$ cat config.mk
export PLATFORM = sky130hd
export DESIGN_NAME = gpio_masked_port
export DESIGN_NICKNAME = d
export VERILOG_FILES = /design/src/rtl/gpio_pkg.sv /design/src/rtl/gpio_sync.sv /design/src/rtl/gpio_regs.sv /design/src/rtl/gpio_irq.sv /design/src/rtl/gpio_masked_port.sv
export SDC_FILE = /design/constraint.sdc
export NUM_CORES = 1
export LEC_CHECK = 0
export ABC_AREA = 1
export BUFFER_PORTS_ARGS = -buffer_cell sky130_fd_sc_hd__buf_2
export CAP_MARGIN = 40
export CORE_MARGIN = 8
export CORE_UTILIZATION = 45
export CTS_CLUSTER_DIAMETER = 80
export DETAILED_ROUTE_END_ITERATION = 7
export GPL_TIMING_DRIVEN = 0
export RECOVER_POWER = 25
export SYNTH_ARGS = -nofsm -noshare
export SYNTH_HDL_FRONTEND = slang
export SYNTH_SLANG_ARGS = --single-unit
$ cat constraint.sdc
create_clock -name clk -period 1.45 [get_ports clk]
set_input_delay 0.2175 -clock clk [delete_from_list [all_inputs] [get_ports clk]]
set_output_delay 0.2175 -clock clk [all_outputs]
set_load 0.01 [all_outputs]
$ cat src/rtl/gpio_pkg.sv
package gpio_pkg;

    localparam int unsigned PINS = 8;

    typedef logic [PINS-1:0] pinvec_t;

    typedef enum logic [3:0] {
        OFS_DIR   = 4'd0,
        OFS_SENSE = 4'd1,
        OFS_POL   = 4'd2,
        OFS_BOTH  = 4'd3,
        OFS_IMASK = 4'd4,
        OFS_RAW   = 4'd5,
        OFS_MIS   = 4'd6
    } cfg_ofs_e;

    typedef struct packed {
        pinvec_t dir;
        pinvec_t sense;
        pinvec_t pol;
        pinvec_t both;
        pinvec_t imask;
    } cfg_t;

    function automatic pinvec_t masked_merge(pinvec_t cur, pinvec_t nxt, pinvec_t sel);
        return (cur & ~sel) | (nxt & sel);
    endfunction

endpackage

$ cat src/rtl/gpio_sync.sv
module gpio_sync #(
    parameter int unsigned W = 8
) (
    input  logic         clk,
    input  logic         rst,
    input  logic [W-1:0] d,
    output logic [W-1:0] q
);
    logic [W-1:0] meta_q;

    always_ff @(posedge clk) begin
        if (rst) begin
            meta_q <= '0;
            q      <= '0;
        end else begin
            meta_q <= d;
            q      <= meta_q;
        end
    end
endmodule

$ cat src/rtl/gpio_regs.sv
module gpio_regs
    import gpio_pkg::*;
#(
    parameter int unsigned ADDR_W = 12
) (
    input  logic              clk,
    input  logic              rst,
    input  logic              bus_wr,
    input  logic [ADDR_W-1:2] bus_addr,
    input  pinvec_t           bus_wdata,
    input  pinvec_t           in_sync,
    input  pinvec_t           raw,
    output cfg_t              cfg,
    output pinvec_t           out_q,
    output pinvec_t           clr_mask,
    output pinvec_t           rdata
);
    localparam int unsigned RLO = PINS + 2;

    logic [ADDR_W-1:RLO] region;
    pinvec_t             amask;
    cfg_ofs_e            ofs;
    logic                data_hit, cfg_hit;
    pinvec_t             pin_val;

    assign region   = bus_addr[ADDR_W-1:RLO];
    assign amask    = bus_addr[RLO-1:2];
    assign ofs      = cfg_ofs_e'(bus_addr[5:2]);
    assign data_hit = (region == '0);
    assign cfg_hit  = (region == 1) && (bus_addr[RLO-1:6] == '0);
    assign pin_val  = (cfg.dir & out_q) | (~cfg.dir & in_sync);
    assign clr_mask = (bus_wr && cfg_hit && ofs == OFS_RAW) ? bus_wdata : '0;

    always_ff @(posedge clk) begin
        if (rst) begin
            cfg   <= '0;
            out_q <= '0;
        end else if (bus_wr) begin
            if (data_hit) begin
                out_q <= masked_merge(out_q, bus_wdata, amask);
            end else if (cfg_hit) begin
                case (ofs)
                    OFS_DIR:   cfg.dir   <= bus_wdata;
                    OFS_SENSE: cfg.sense <= bus_wdata;
                    OFS_POL:   cfg.pol   <= bus_wdata;
                    OFS_BOTH:  cfg.both  <= bus_wdata;
                    OFS_IMASK: cfg.imask <= bus_wdata;
                    default:   ;
                endcase
            end
        end
    end

    always_comb begin
        rdata = '0;
        if (data_hit) begin
            rdata = pin_val & amask;
        end else if (cfg_hit) begin
            case (ofs)
                OFS_DIR:   rdata = cfg.dir;
                OFS_SENSE: rdata = cfg.sense;
                OFS_POL:   rdata = cfg.pol;
                OFS_BOTH:  rdata = cfg.both;
                OFS_IMASK: rdata = cfg.imask;
                OFS_RAW:   rdata = raw;
                OFS_MIS:   rdata = raw & cfg.imask;
                default:   rdata = '0;
            endcase
        end
    end
endmodule

$ cat src/rtl/gpio_irq.sv
module gpio_irq
    import gpio_pkg::*;
(
    input  logic    clk,
    input  logic    rst,
    input  pinvec_t s,
    input  pinvec_t sense,
    input  pinvec_t pol,
    input  pinvec_t both,
    input  pinvec_t imask,
    input  pinvec_t clr_mask,
    output pinvec_t raw,
    output logic    irq
);
    pinvec_t s_d;
    pinvec_t latch_q;

    always_ff @(posedge clk) begin
        if (rst) s_d <= '0;
        else     s_d <= s;
    end

    for (genvar i = 0; i < PINS; i++) begin : g_pin
        logic rise, fall, hit, lat;

        assign rise = s[i] & ~s_d[i];
        assign fall = ~s[i] & s_d[i];
        assign hit  = both[i] ? (rise | fall) : (pol[i] ? rise : fall);

        always_ff @(posedge clk) begin
            if (rst)                         lat <= 1'b0;
            else if (!sense[i] && hit)       lat <= 1'b1;
            else if (sense[i] || clr_mask[i]) lat <= 1'b0;
        end

        assign latch_q[i] = lat;
        assign raw[i]     = sense[i] ? (s[i] == pol[i]) : latch_q[i];
    end

    assign irq = |(raw & imask);
endmodule

$ cat src/rtl/gpio_masked_port.sv
module gpio_masked_port
    import gpio_pkg::*;
#(
    parameter int unsigned ADDR_W = 12
) (
    input  logic              clk,
    input  logic              rst,
    input  logic              bus_wr,
    input  logic [ADDR_W-1:2] bus_addr,
    input  logic [PINS-1:0]   bus_wdata,
    output logic [PINS-1:0]   bus_rdata,
    input  logic [PINS-1:0]   pin_in,
    output logic [PINS-1:0]   pin_out,
    output logic [PINS-1:0]   pin_oe,
    output logic              irq
);
    cfg_t    cfg;
    pinvec_t in_sync, raw, clr_mask, out_q;

    gpio_sync #(.W(PINS)) u_sync (
        .clk (clk),
        .rst (rst),
        .d   (pin_in),
        .q   (in_sync)
    );

    gpio_regs #(.ADDR_W(ADDR_W)) u_regs (
        .clk      (clk),
        .rst      (rst),
        .bus_wr   (bus_wr),
        .bus_addr (bus_addr),
        .bus_wdata(bus_wdata),
        .in_sync  (in_sync),
        .raw      (raw),
        .cfg      (cfg),
        .out_q    (out_q),
        .clr_mask (clr_mask),
        .rdata    (bus_rdata)
    );

    gpio_irq u_irq (
        .clk     (clk),
        .rst     (rst),
        .s       (in_sync),
        .sense   (cfg.sense),
        .pol     (cfg.pol),
        .both    (cfg.both),
        .imask   (cfg.imask),
        .clr_mask(clr_mask),
        .raw     (raw),
        .irq     (irq)
    );

    assign pin_out = out_q;
    assign pin_oe  = cfg.dir;
endmodule

# Word-level counts from Yosys, hierarchy flattened
# Index checks and enable logic that the tools add are counted.
word_totals:
  register_bits: 80
  input_bits: 29
  out_inout_bits: 25
  word_cells: 172
classes:
  n_eq_ne: 15
  mux: 44
  n_bitwise: 51
  reduce_logical: 45
op_table:
  columns: ["op", "count"]
  rows:
  - ["$pmux W8 S7", 1]
  - ["$and A8 B8 Y8", 6]
  - ["$mux W1", 40]
  - ["$mux W8", 3]
  - ["$reduce_and A4 Y1", 5]
  - ["$not A1 Y1", 17]
  - ["$and A1 B1 Y1", 16]
  - ["$not A8 Y8", 2]
  - ["$or A8 B8 Y8", 2]
  - ["$reduce_bool A2 Y1", 8]
  - ["$eq A4 B3 Y1 const B", 3]
  - ["$logic_and A1 B1 Y1", 11]
  - ["$eq A1 B1 Y1", 8]
  - ["$eq A4 B2 Y1 const B", 2]
  - ["$logic_not A1 Y1", 8]
  - ["$logic_not A4 Y1", 2]
  - ["$logic_or A1 B1 Y1", 8]
  - ["$or A1 B1 Y1", 8]
  - ["$reduce_or A8 Y1", 1]
  - ["$eq A4 B1 Y1 const B", 1]
  - ["$eq A2 B1 Y1 const B", 1]
  - ["$logic_not A2 Y1", 1]
  - ["$reduce_and A2 Y1", 1]

# Depth between registers and ports, before layout
# Gate-level depths: netlist (run 1).
depth:
  ltp_word: 8
  ltp_mapped: 10
  depth_no_buf: 9

# Hierarchy
# Synthesis (run 1) repeated with hierarchy kept, for this count alone.
hier_totals:
  cells_unflattened: 750
  area_unflattened_um2: 4634.4
modules_own_cells:
  columns: ["module", "n_inst", "cells_each", "area_per_inst_um2", "seq_area_each_um2"]
  rows:
  - ["gpio_regs", 1, 507, 2907.8, 960.9]
  - ["gpio_irq", 1, 193, 1252.5, 320.3]
  - ["gpio_sync", 1, 50, 474.2, 320.3]

# Worst setup path before layout (run 1)
# No wires, ideal clock.
synth_path:
  path_kind: "input to output"
  from: "input port bus_addr[2] (netlist bit)"
  to: "output port bus_rdata[2]"
  arrival_time_ns: 1.163
  required_time_ns: 1.233
  slack_ns: 0.069
  cell_stages: 9
  cell_sequence: "buf_4 nor2_4 buf_4 nand3_1 nand3_1 nor2_1 nand3_1 nand2_1 nand2_1"
synth_between:
  elab_chain_len: 4
  word_cells_on_any_way: 10
synth_rtl:
  columns: ["element", "line_no", "rtl"]
  rows:
  - ["start, declared", "gpio_masked_port.sv:9", "input logic [ADDR_W-1:2] bus_addr,"]
  - ["$eq A4 B3 Y1 (tied with other cells)", "gpio_regs.sv:59", "case (ofs)"]
  - ["$pmux W8 S7 *", "gpio_regs.sv:59", null]
  - ["$mux W8 *", "gpio_regs.sv:58", "end else if (cfg_hit) begin"]
  - ["$mux W8 *", "gpio_regs.sv:56", "if (data_hit) begin"]
  - ["end, declared", "gpio_masked_port.sv:11", "output logic [PINS-1:0] bus_rdata,"]
# Every way passes the cells marked *; elsewhere a longest branch is shown, timed or not.

# Worst setup path in the final report (run 1)
layout_path:
  from: "register, netlist name u_regs.cfg[22]"
  to: "output port bus_rdata[6]"
layout_between:
  elab_chain_len: 6
layout_rtl:
  columns: ["element", "line_no", "rtl"]
  rows:
  - ["$eq A1 B1 Y1", "gpio_irq.sv:37", "assign raw[i] = sense[i] ? (s[i] == pol[i]) : latch_q[i];"]
  - ["$mux W1", "gpio_irq.sv:37", null]
  - ["$and A8 B8 Y8", "gpio_regs.sv:66", "OFS_MIS: rdata = raw & cfg.imask;"]
  - ["$pmux W8 S7 *", "gpio_regs.sv:59", null]
  - ["$mux W8 *", "gpio_regs.sv:58", null]
  - ["$mux W8 *", "gpio_regs.sv:56", null]
# Marks and branches as above.

==> run_summary.xml, run 1 <==
<?xml version="1.0" encoding="UTF-8"?>
<metrics>
  <group name="outcome">
    <metric name="outcome" unit="">complete, but fails checks</metric>
    <metric name="failed_checks" unit="">negative setup slack</metric>
  </group>
  <group name="setup_path">
    <metric name="cpPeakStageDelay" unit="ns">0.37</metric>
    <metric name="timing.critical_path.cells" unit="">buf_4 &gt; nand3_2 &gt; nand3_1 &gt; nor2_2 &gt; nand3_2 &gt; nand2_2 &gt; nand2_1 &gt; buf_2</metric>
    <metric name="worst_setup_path_end_kind" unit="">output pin</metric>
    <metric name="setup.worst_path.class" unit="">reg -&gt; out</metric>
    <metric name="critical-path-slowest-cell" unit="">sky130_fd_sc_hd__dfxtp_4</metric>
    <metric name="critical_path.most_common_cell" unit="">sky130_fd_sc_hd__nand3_2</metric>
    <metric name="cp.arrival" unit="ns">1.49</metric>
    <metric name="critical-path-top-delay-family" unit="">simple AND/OR/NAND/NOR gates</metric>
    <metric name="critical_path.startpoint_type" unit="">flop</metric>
    <metric name="path_buf_inv" unit="">2</metric>
    <metric name="critPathRequiredTime" unit="ns">1.23</metric>
    <metric name="critical_path.max_fanout" unit="">4</metric>
  </group>
  <group name="floorplan">
    <metric name="fp.dieArea" unit="sq um">12700</metric>
    <metric name="fp.dieH" unit="microns">113</metric>
    <metric name="io_pins" unit="">54</metric>
    <metric name="start_util" unit="%">46.0</metric>
    <metric name="core_region_area" unit="sq um">9200</metric>
    <metric name="dieWidth" unit="microns">113</metric>
    <metric name="placement_rows" unit="">35</metric>
  </group>
  <group name="timing">
    <metric name="hold-worst-slack" unit="ns">0.0505</metric>
    <metric name="finalSetupViolCount" unit="">9</metric>
    <metric name="max_freq" unit="GHz">0.585</metric>
    <metric name="worst_slack" unit="ns">-0.259</metric>
    <metric name="finalCritPeriodShare" unit="%">118</metric>
    <metric name="final-hold-violation-count" unit="">0</metric>
    <metric name="worst_slew_margin_rel" unit="%">44.7</metric>
    <metric name="finalClockSkew" unit="ns">0.00350</metric>
    <metric name="post-route-min-period" unit="ns">1.71</metric>
    <metric name="slew_violations" unit="">0</metric>
    <metric name="tightest_slew" unit="ns">0.830</metric>
    <metric name="rsz0062_at_grt" unit="">yes</metric>
  </group>
  <group name="finish">
    <metric name="drive_above_1_share" unit="%">32.3</metric>
    <metric name="layoutNonFillerInstCount" unit="">830</metric>
    <metric name="nNetsFinal" unit="">759</metric>
    <metric name="layout-area-overhead-vs-synth" unit="%">27.8</metric>
    <metric name="antenna_cells_inserted" unit="">0</metric>
    <metric name="final_area" unit="sq um">5400</metric>
  </group>
  <group name="global_route">
    <metric name="grt_start_max_net_pins" unit="">20</metric>
    <metric name="grt_antenna_before_repair" unit="">0</metric>
    <metric name="globalRouteTotalUtil" unit="%">22.3</metric>
    <metric name="first_pass_grt_wire_length" unit="microns">22200</metric>
    <metric name="overflow" unit="">0</metric>
    <metric name="grt_pass1_vias" unit="">4267</metric>
  </group>
  <group name="detailed_routing">
    <metric name="routed_wirelength" unit="microns">14200</metric>
    <metric name="final_antenna_net_count" unit="">0</metric>
    <metric name="routed_via_count" unit="">4488</metric>
    <metric name="drt-vias-per-instance" unit="">5.41</metric>
    <metric name="initialDrtViolationCount" unit="">311</metric>
    <metric name="wl_per_cell" unit="microns">17.1</metric>
    <metric name="drt_drc_violations_left" unit="">0</metric>
    <metric name="dr.pass1.iters" unit="">6</metric>
  </group>
  <group name="clock_tree">
    <metric name="clkTransAtPathRegs" unit="ns">0.09</metric>
    <metric name="tritoncts" unit="">done</metric>
    <metric name="clock_path_buffers" unit="">2</metric>
    <metric name="cts_root_buf" unit="">sky130_fd_sc_hd__clkbuf_8</metric>
    <metric name="post_cts_hold_buffer_count" unit="">0</metric>
    <metric name="worstSkewPairLatency" unit="ns">0.36</metric>
    <metric name="clock_sink_count" unit="">80</metric>
    <metric name="cts.htree.levels" unit="">3</metric>
    <metric name="tritoncts.num_buffers" unit="">9</metric>
  </group>
  <group name="place">
    <metric name="routability_cong" unit="">0.900</metric>
    <metric name="dp_cells" unit="">778</metric>
    <metric name="placed_standard_cell_area" unit="sq um">4620</metric>
    <metric name="port_buffers" unit="">50</metric>
    <metric name="post_dp_hpwl" unit="microns">9380</metric>
  </group>
  <group name="synth">
    <metric name="yosys_register_bits" unit="">80</metric>
    <metric name="synth.cell_area" unit="sq um">4230</metric>
    <metric name="synth.net_count" unit="">662</metric>
    <metric name="syn_avg_cell_area" unit="sq um">6.85</metric>
    <metric name="post-synth-top-area-fraction" unit="%">37.9</metric>
    <metric name="yosysTopAreaCell" unit="">sky130_fd_sc_hd__dfxtp_1</metric>
    <metric name="synth_sequential_area_ratio" unit="%">37.9</metric>
    <metric name="yosys_warnings" unit="">0</metric>
    <metric name="post_synth_inst_count" unit="">617</metric>
    <metric name="synth.top_cells.by_area" unit="">sky130_fd_sc_hd__dfxtp_1 (38%), sky130_fd_sc_hd__nand2_1 (11%), sky130_fd_sc_hd__nand3_1 (8.6%), sky130_fd_sc_hd__nor2_1 (8.5%), sky130_fd_sc_hd__inv_1 (6.0%)</metric>
    <metric name="post_synth_num_cell_types" unit="">22</metric>
  </group>
  <group name="pwr">
    <metric name="design_power_total" unit="W">0.00437</metric>
    <metric name="leakagePower" unit="nW">2.33</metric>
    <metric name="p_per_area" unit="nW/um^2">810</metric>
    <metric name="worst_ir_drop_vdd" unit="mV">0.356</metric>
  </group>
  <group name="job">
    <metric name="count_of_max_cap_constraint_violations" unit="">0</metric>
  </group>
  <group name="worst_hold_path">
    <metric name="worstHoldPathType" unit="">in -&gt; reg</metric>
  </group>
</metrics>
-- flip-flops by register name (all words and copies together), names as in the netlist, named ones only --
signal and flops:
u_regs.cfg 40, u_irq.g_pin.lat 8, u_irq.s_d 8, u_sync.meta_q 8
u_sync.q 8
-- path summary, 6_finish.rpt --
check | startpoint | to | slack, ns | depth (start not counted)
max | u_regs.cfg[22]$_SDFFE_PP0P_ | bus_rdata[6] | -0.26 | 8
min | pin_in[5] | u_sync.meta_q[5]$_SDFF_PP0_ | 0.05 | 3
max reg2reg | u_sync.q[0]$_SDFF_PP0_ | u_irq.g_pin[0].lat$_SDFFE_PP0P_ | 0.12 | 7
min reg2reg | u_sync.meta_q[1]$_SDFF_PP0_ | u_sync.q[1]$_SDFF_PP0_ | 0.39 | 2
-- power breakdown --
part           switching [W]  internal, W  total [W]
logic               0.000310     0.000161   0.000471
registers          0.0000253      0.00222    0.00224
clock network       0.000872     0.000788    0.00166
-- logic make-up after synthesis --
logic type | share of synthesized area [%]
simple gates | 34.8
flops | 37.9
fa+ha+maj | 4.74
buf+inv | 10.5
compound gates | 12.1
-- final cells by class --
| cell class | count | area, sq um |
|---|---|---|
| Buffer | 26 | 173 |
| Clock buffer | 10 | 128 |
| Clock inverter | 6 | 60.1 |
| Fill cell | 917 | 3790 |
| Inverter | 74 | 288 |
| Multi-Input combinational cell | 436 | 2410 |
| Sequential cell | 80 | 1660 |
| Tap cell | 111 | 139 |
| Timing Repair Buffer | 87 | 546 |
-- worst reg2reg max path, stage by stage (launching register included) --
cell                      delay [ns]
sky130_fd_sc_hd__dfxtp_4        0.38
sky130_fd_sc_hd__inv_2          0.04
sky130_fd_sc_hd__buf_4          0.12
sky130_fd_sc_hd__buf_4          0.12
sky130_fd_sc_hd__ha_1           0.28
sky130_fd_sc_hd__a21oi_1        0.14
sky130_fd_sc_hd__nand2_1        0.07
sky130_fd_sc_hd__a21oi_1        0.13
-- layer usage --
metal | up-vias | GRT usage (%) | wire length (microns)
li1 | 2197 | - | -
met1 | 2117 | 28.1 | 6220
met2 | 158 | 36.5 | 6790
met3 | 16 | 4.79 | 956
met4 | 0 | 7.99 | 228
met5 | - | 0 | 0
-- cells in the mapped netlist --
master and n:
sky130_fd_sc_hd__buf_4 14, sky130_fd_sc_hd__nand3_1 73, sky130_fd_sc_hd__nor2_2 4, sky130_fd_sc_hd__nand4_4 3, sky130_fd_sc_hd__inv_2 6, sky130_fd_sc_hd__nand2_1 123
sky130_fd_sc_hd__clkbuf_1 7, sky130_fd_sc_hd__ha_1 16, sky130_fd_sc_hd__nor2_4 6, sky130_fd_sc_hd__or2_2 5, sky130_fd_sc_hd__dfxtp_1 80, sky130_fd_sc_hd__buf_6 1
sky130_fd_sc_hd__buf_2 4, sky130_fd_sc_hd__o21ai_0 42, sky130_fd_sc_hd__o2111ai_1 8, sky130_fd_sc_hd__a21oi_1 32, sky130_fd_sc_hd__nor2_1 96, sky130_fd_sc_hd__o21ai_1 14
sky130_fd_sc_hd__nand3_2 2, sky130_fd_sc_hd__buf_1 1, sky130_fd_sc_hd__nand4_1 12, sky130_fd_sc_hd__inv_1 68
-- layout by cell type (no fill, tap or decap), types with 3 or more instances in the layout --
cell type / instances
sky130_fd_sc_hd__or2_4: 3
sky130_fd_sc_hd__buf_4: 45
sky130_fd_sc_hd__clkbuf_1: 16
sky130_fd_sc_hd__o21ai_0: 42
sky130_fd_sc_hd__dfxtp_4: 13
sky130_fd_sc_hd__nand2_1: 93
sky130_fd_sc_hd__clkinv_2: 3
sky130_fd_sc_hd__nand4_4: 3
sky130_fd_sc_hd__nor2_1: 91
sky130_fd_sc_hd__ha_1: 16
sky130_fd_sc_hd__buf_2: 42
sky130_fd_sc_hd__a21oi_1: 32
sky130_fd_sc_hd__dfxtp_1: 56
sky130_fd_sc_hd__nand3_2: 22
sky130_fd_sc_hd__clkbuf_8: 9
sky130_fd_sc_hd__o21ai_1: 14
sky130_fd_sc_hd__o2111ai_1: 8
sky130_fd_sc_hd__nand2_2: 28
sky130_fd_sc_hd__nand4_1: 12
sky130_fd_sc_hd__inv_1: 53
sky130_fd_sc_hd__inv_4: 4
sky130_fd_sc_hd__nor2_2: 5
sky130_fd_sc_hd__dfxtp_2: 11
sky130_fd_sc_hd__nor2_4: 10
sky130_fd_sc_hd__buf_6: 8
sky130_fd_sc_hd__inv_2: 17
sky130_fd_sc_hd__nand3_1: 53
-- through the flow --
stage / util, % / setup TNS, ns / worst slack, ns
after floorplan: - / 0 / 0.0691
after CTS: 57.0 / -1.78 / -0.287
after global placement: 50.2 / -14.12 / -0.347
final: 58.7 / -1.78 / -0.259
after detailed placement: 50.2 / -14.84 / -0.358
after global routing: 58.7 / -2.56 / -0.334
-- repair_timing --
item                       CTS  global route
resized for setup           86            46
setup endpoints to repair    9            31
pin swaps                   33            24
buffers inserted            35             3
No activity file was read; power rests on OpenSTA's default activity.
==> run 2: changes to the inputs <==
--- a/config.mk
+++ b/config.mk
@@ -6,7 +6,7 @@
 export NUM_CORES = 1
 export LEC_CHECK = 0
 export ABC_AREA = 1
-export BUFFER_PORTS_ARGS = -buffer_cell sky130_fd_sc_hd__buf_2
+export BUFFER_PORTS_ARGS = -buffer_cell sky130_fd_sc_hd__clkbuf_2
 export CAP_MARGIN = 40
 export CORE_MARGIN = 8
 export CORE_UTILIZATION = 45
==> run 2 against run 1 <==
Against the previous run:
- the run still ends with negative setup slack left
- sequential power about the same
- global-route usage decreased by 0.099 points
- hold slack got worse by 0.026 ns
- worst setup slack improved by 0.0071 ns
- clock skew increased by 0.0050 ns
- count of clock-buffer cells in the layout unchanged
- design area decreased by 0.88%
- die area unchanged
- non-clock buffer count decreased by 8
- wire length decreased by 1.8%
- register-to-register slack got worse by 0.02 ns
==> run_summary.xml, run 2 (synthesis gave the netlist of run 1 again) <==
<?xml version="1.0" encoding="UTF-8"?>
<metrics>
  <group name="outcome">
    <metric name="outcome" unit="">complete, but fails checks</metric>
    <metric name="failed_checks" unit="">negative setup slack</metric>
  </group>
  <group name="timing">
    <metric name="tightest_slew" unit="ns">0.841</metric>
    <metric name="worst_slew_margin_rel" unit="%">43.9</metric>
    <metric name="rsz0062_at_grt" unit="">yes</metric>
    <metric name="slew_violations" unit="">0</metric>
    <metric name="hold-worst-slack" unit="ns">0.0241</metric>
    <metric name="final-hold-violation-count" unit="">0</metric>
    <metric name="worst_slack" unit="ns">-0.252</metric>
    <metric name="max_freq" unit="GHz">0.588</metric>
    <metric name="finalCritPeriodShare" unit="%">117</metric>
    <metric name="finalSetupViolCount" unit="">9</metric>
    <metric name="post-route-min-period" unit="ns">1.70</metric>
    <metric name="finalClockSkew" unit="ns">0.00849</metric>
  </group>
  <group name="setup_path">
    <metric name="reg2regPathDepth" unit="">7</metric>
    <metric name="critical_path.most_common_cell" unit="">sky130_fd_sc_hd__nand2_2</metric>
    <metric name="cpPeakStageDelay" unit="ns">0.37</metric>
    <metric name="critical_path.max_fanout" unit="">4</metric>
    <metric name="worst_setup_path_startpoint" unit="">u_regs.cfg[22]$_SDFFE_PP0P_</metric>
    <metric name="timing.critical_path.cells" unit="">inv_2 &gt; nand2_2 &gt; nand3_2 &gt; nand2_2 &gt; nand2_2 &gt; nand2_2 &gt; nor2_2 &gt; nand4_1 &gt; buf_2</metric>
    <metric name="critical_path.endpoint" unit="">irq</metric>
    <metric name="r2r_start" unit="">u_sync.q[3]$_SDFF_PP0_</metric>
    <metric name="critical-path-slowest-cell" unit="">sky130_fd_sc_hd__dfxtp_4</metric>
    <metric name="critPathRequiredTime" unit="ns">1.23</metric>
    <metric name="critical_path.startpoint_type" unit="">flop</metric>
    <metric name="setup.worst_path.class" unit="">reg -&gt; out</metric>
    <metric name="worst_setup_path_end_kind" unit="">output pin</metric>
    <metric name="setup_slack_reg_to_reg" unit="ns">0.10</metric>
    <metric name="rr_endpoint" unit="">u_irq.g_pin[3].lat$_SDFFE_PP0P_</metric>
    <metric name="cp.arrival" unit="ns">1.48</metric>
  </group>
  <group name="finish">
    <metric name="layout.cells.most_common_list" unit="">sky130_fd_sc_hd__nand2_1 (98), sky130_fd_sc_hd__nor2_1 (90), sky130_fd_sc_hd__dfxtp_1 (57)</metric>
    <metric name="nNetsFinal" unit="">751</metric>
    <metric name="layout-area-overhead-vs-synth" unit="%">26.7</metric>
    <metric name="drive_above_1_share" unit="%">31.3</metric>
    <metric name="top_register_by_number_of_flip_flops" unit="">u_regs.cfg</metric>
    <metric name="fillCellCount" unit="">901</metric>
    <metric name="largest_register_ffs" unit="">40</metric>
    <metric name="antenna_cells_inserted" unit="">0</metric>
    <metric name="layoutNonFillerInstCount" unit="">821</metric>
    <metric name="core_occupancy_in_the_finished_layout" unit="%">58.2</metric>
    <metric name="layout_commonest_cell" unit="">sky130_fd_sc_hd__nand2_1</metric>
  </group>
  <group name="pwr">
    <metric name="p_per_area" unit="nW/um^2">823</metric>
    <metric name="worst_ir_drop_vdd" unit="mV">0.398</metric>
    <metric name="design_power_total" unit="W">0.00441</metric>
    <metric name="leakagePower" unit="nW">2.31</metric>
  </group>
  <group name="clock_tree">
    <metric name="tritoncts" unit="">done</metric>
    <metric name="tritoncts.num_buffers" unit="">9</metric>
    <metric name="cts.htree.levels" unit="">3</metric>
    <metric name="clock_path_buffers" unit="">2</metric>
    <metric name="post_cts_hold_buffer_count" unit="">0</metric>
    <metric name="worstSkewPairLatency" unit="ns">0.37</metric>
    <metric name="clkTransAtPathRegs" unit="ns">0.09</metric>
    <metric name="cts_root_buf" unit="">sky130_fd_sc_hd__clkbuf_8</metric>
    <metric name="clock_sink_count" unit="">80</metric>
  </group>
  <group name="place">
    <metric name="dp_cells" unit="">778</metric>
    <metric name="post_dp_hpwl" unit="microns">9320</metric>
    <metric name="detailedPlace.worstSlack" unit="ns">-0.397</metric>
    <metric name="routability_cong" unit="">0.902</metric>
    <metric name="port_buffers" unit="">50</metric>
  </group>
  <group name="global_route">
    <metric name="grt_antenna_before_repair" unit="">0</metric>
    <metric name="globalRouteTotalUtil" unit="%">22.2</metric>
    <metric name="grt_start_max_net_pins" unit="">20</metric>
    <metric name="overflow" unit="">0</metric>
    <metric name="grt_pass1_vias" unit="">4260</metric>
    <metric name="first_pass_grt_wire_length" unit="microns">22100</metric>
  </group>
  <group name="worst_hold_path">
    <metric name="worstHoldPathType" unit="">in -&gt; reg</metric>
    <metric name="min-delay-start" unit="">pin_in[4]</metric>
  </group>
  <group name="detailed_routing">
    <metric name="drt-vias-per-instance" unit="">5.36</metric>
    <metric name="wl_per_cell" unit="microns">17.0</metric>
    <metric name="initialDrtViolationCount" unit="">311</metric>
    <metric name="routed_wirelength" unit="microns">13900</metric>
    <metric name="drt_drc_violations_left" unit="">0</metric>
    <metric name="final_antenna_net_count" unit="">0</metric>
    <metric name="routed_via_count" unit="">4401</metric>
    <metric name="dr.pass1.iters" unit="">5</metric>
  </group>
  <group name="floorplan">
    <metric name="placement_rows" unit="">35</metric>
    <metric name="io_pins" unit="">54</metric>
    <metric name="fp.dieH" unit="microns">113</metric>
    <metric name="dieWidth" unit="microns">113</metric>
    <metric name="start_util" unit="%">46.0</metric>
    <metric name="fp.dieArea" unit="sq um">12700</metric>
    <metric name="core_region_area" unit="sq um">9200</metric>
  </group>
  <group name="job">
    <metric name="count_of_max_cap_constraint_violations" unit="">0</metric>
  </group>
</metrics>
run 2: cell types whose count changed in the layout (fill, tap and decap cells not counted), sizes merged:
cell	previous run	this run
buf	97	56
clkbuf	26	59
clkinv	3	2
clkinvlp	2	1
inv	74	75
run 2: repair_timing:
| action | CTS | global route |
|---|---|---|
| pin swaps | 31 | 28 |
| gates cloned | 0 | 0 |
| setup endpoints to repair | 9 | 36 |
| hold endpoints to repair | 0 | 0 |
| gates resized for setup | 80 | 61 |
| buffers inserted | 28 | 1 |
run 2: layout make-up:
type | instances | area, sq um | share of cell area, %
buffer | 26 | 174 | 3.25
clock buffer | 10 | 138 | 2.57
clock inverter | 5 | 56.3 | 1.05
inverter | 74 | 288 | 5.37
multi-input combinational | 436 | 2410 | 45.0
sequential | 80 | 1660 | 31.1
tap | 111 | 139 | 2.59
timing repair buffer | 79 | 487 | 9.09
run 2: worst min-delay path by stage:
stage,end,slack [ns],depth (start not counted)
2_1_floorplan,u_sync.meta_q[0]$_SDFF_PP0_,0.32,2
3_3_place_gp,u_sync.q[7]$_SDFF_PP0_,0.39,2
3_5_place_dp,u_sync.q[5]$_SDFF_PP0_,0.40,2
4_1_cts,u_sync.meta_q[2]$_SDFF_PP0_,0.02,3
5_1_grt,u_sync.meta_q[3]$_SDFF_PP0_,0.02,3
6_report,u_sync.meta_q[4]$_SDFF_PP0_,0.02,3
run 2: metal layers:
layer	share of wire [%]	vias up	wire length [microns]	GRT usage [%]
met4	2.3	0	318	7.82
met3	7.4	28	1040	5.59
met5	0	-	0	0
met1	44	2030	6170	27.6
met2	46	169	6420	36.3
li1	-	2174	-	-
run 2: critical path: cells and delay by family, from the launching register on:
kind,cells,cell delay (ns)
simple gates,7,0.53
flops,1,0.37
buf+inv,2,0.22
run 2: through the flow:
step                TNS, ns  instance area (sq um)
CTS                   -1.84                   5190
finish                -1.74                   5360
floorplan                 0                   4230
global placement     -14.68                   4620
global route          -2.56                   5360
detailed placement   -15.84                   4620
run 2: power by group:
group          total (W)  internal, W  switching [W]  leakage [nW]
clock            0.00170     0.000833       0.000864        0.0985
combinational   0.000466     0.000154       0.000313          1.54
sequential       0.00224      0.00222      0.0000254         0.664
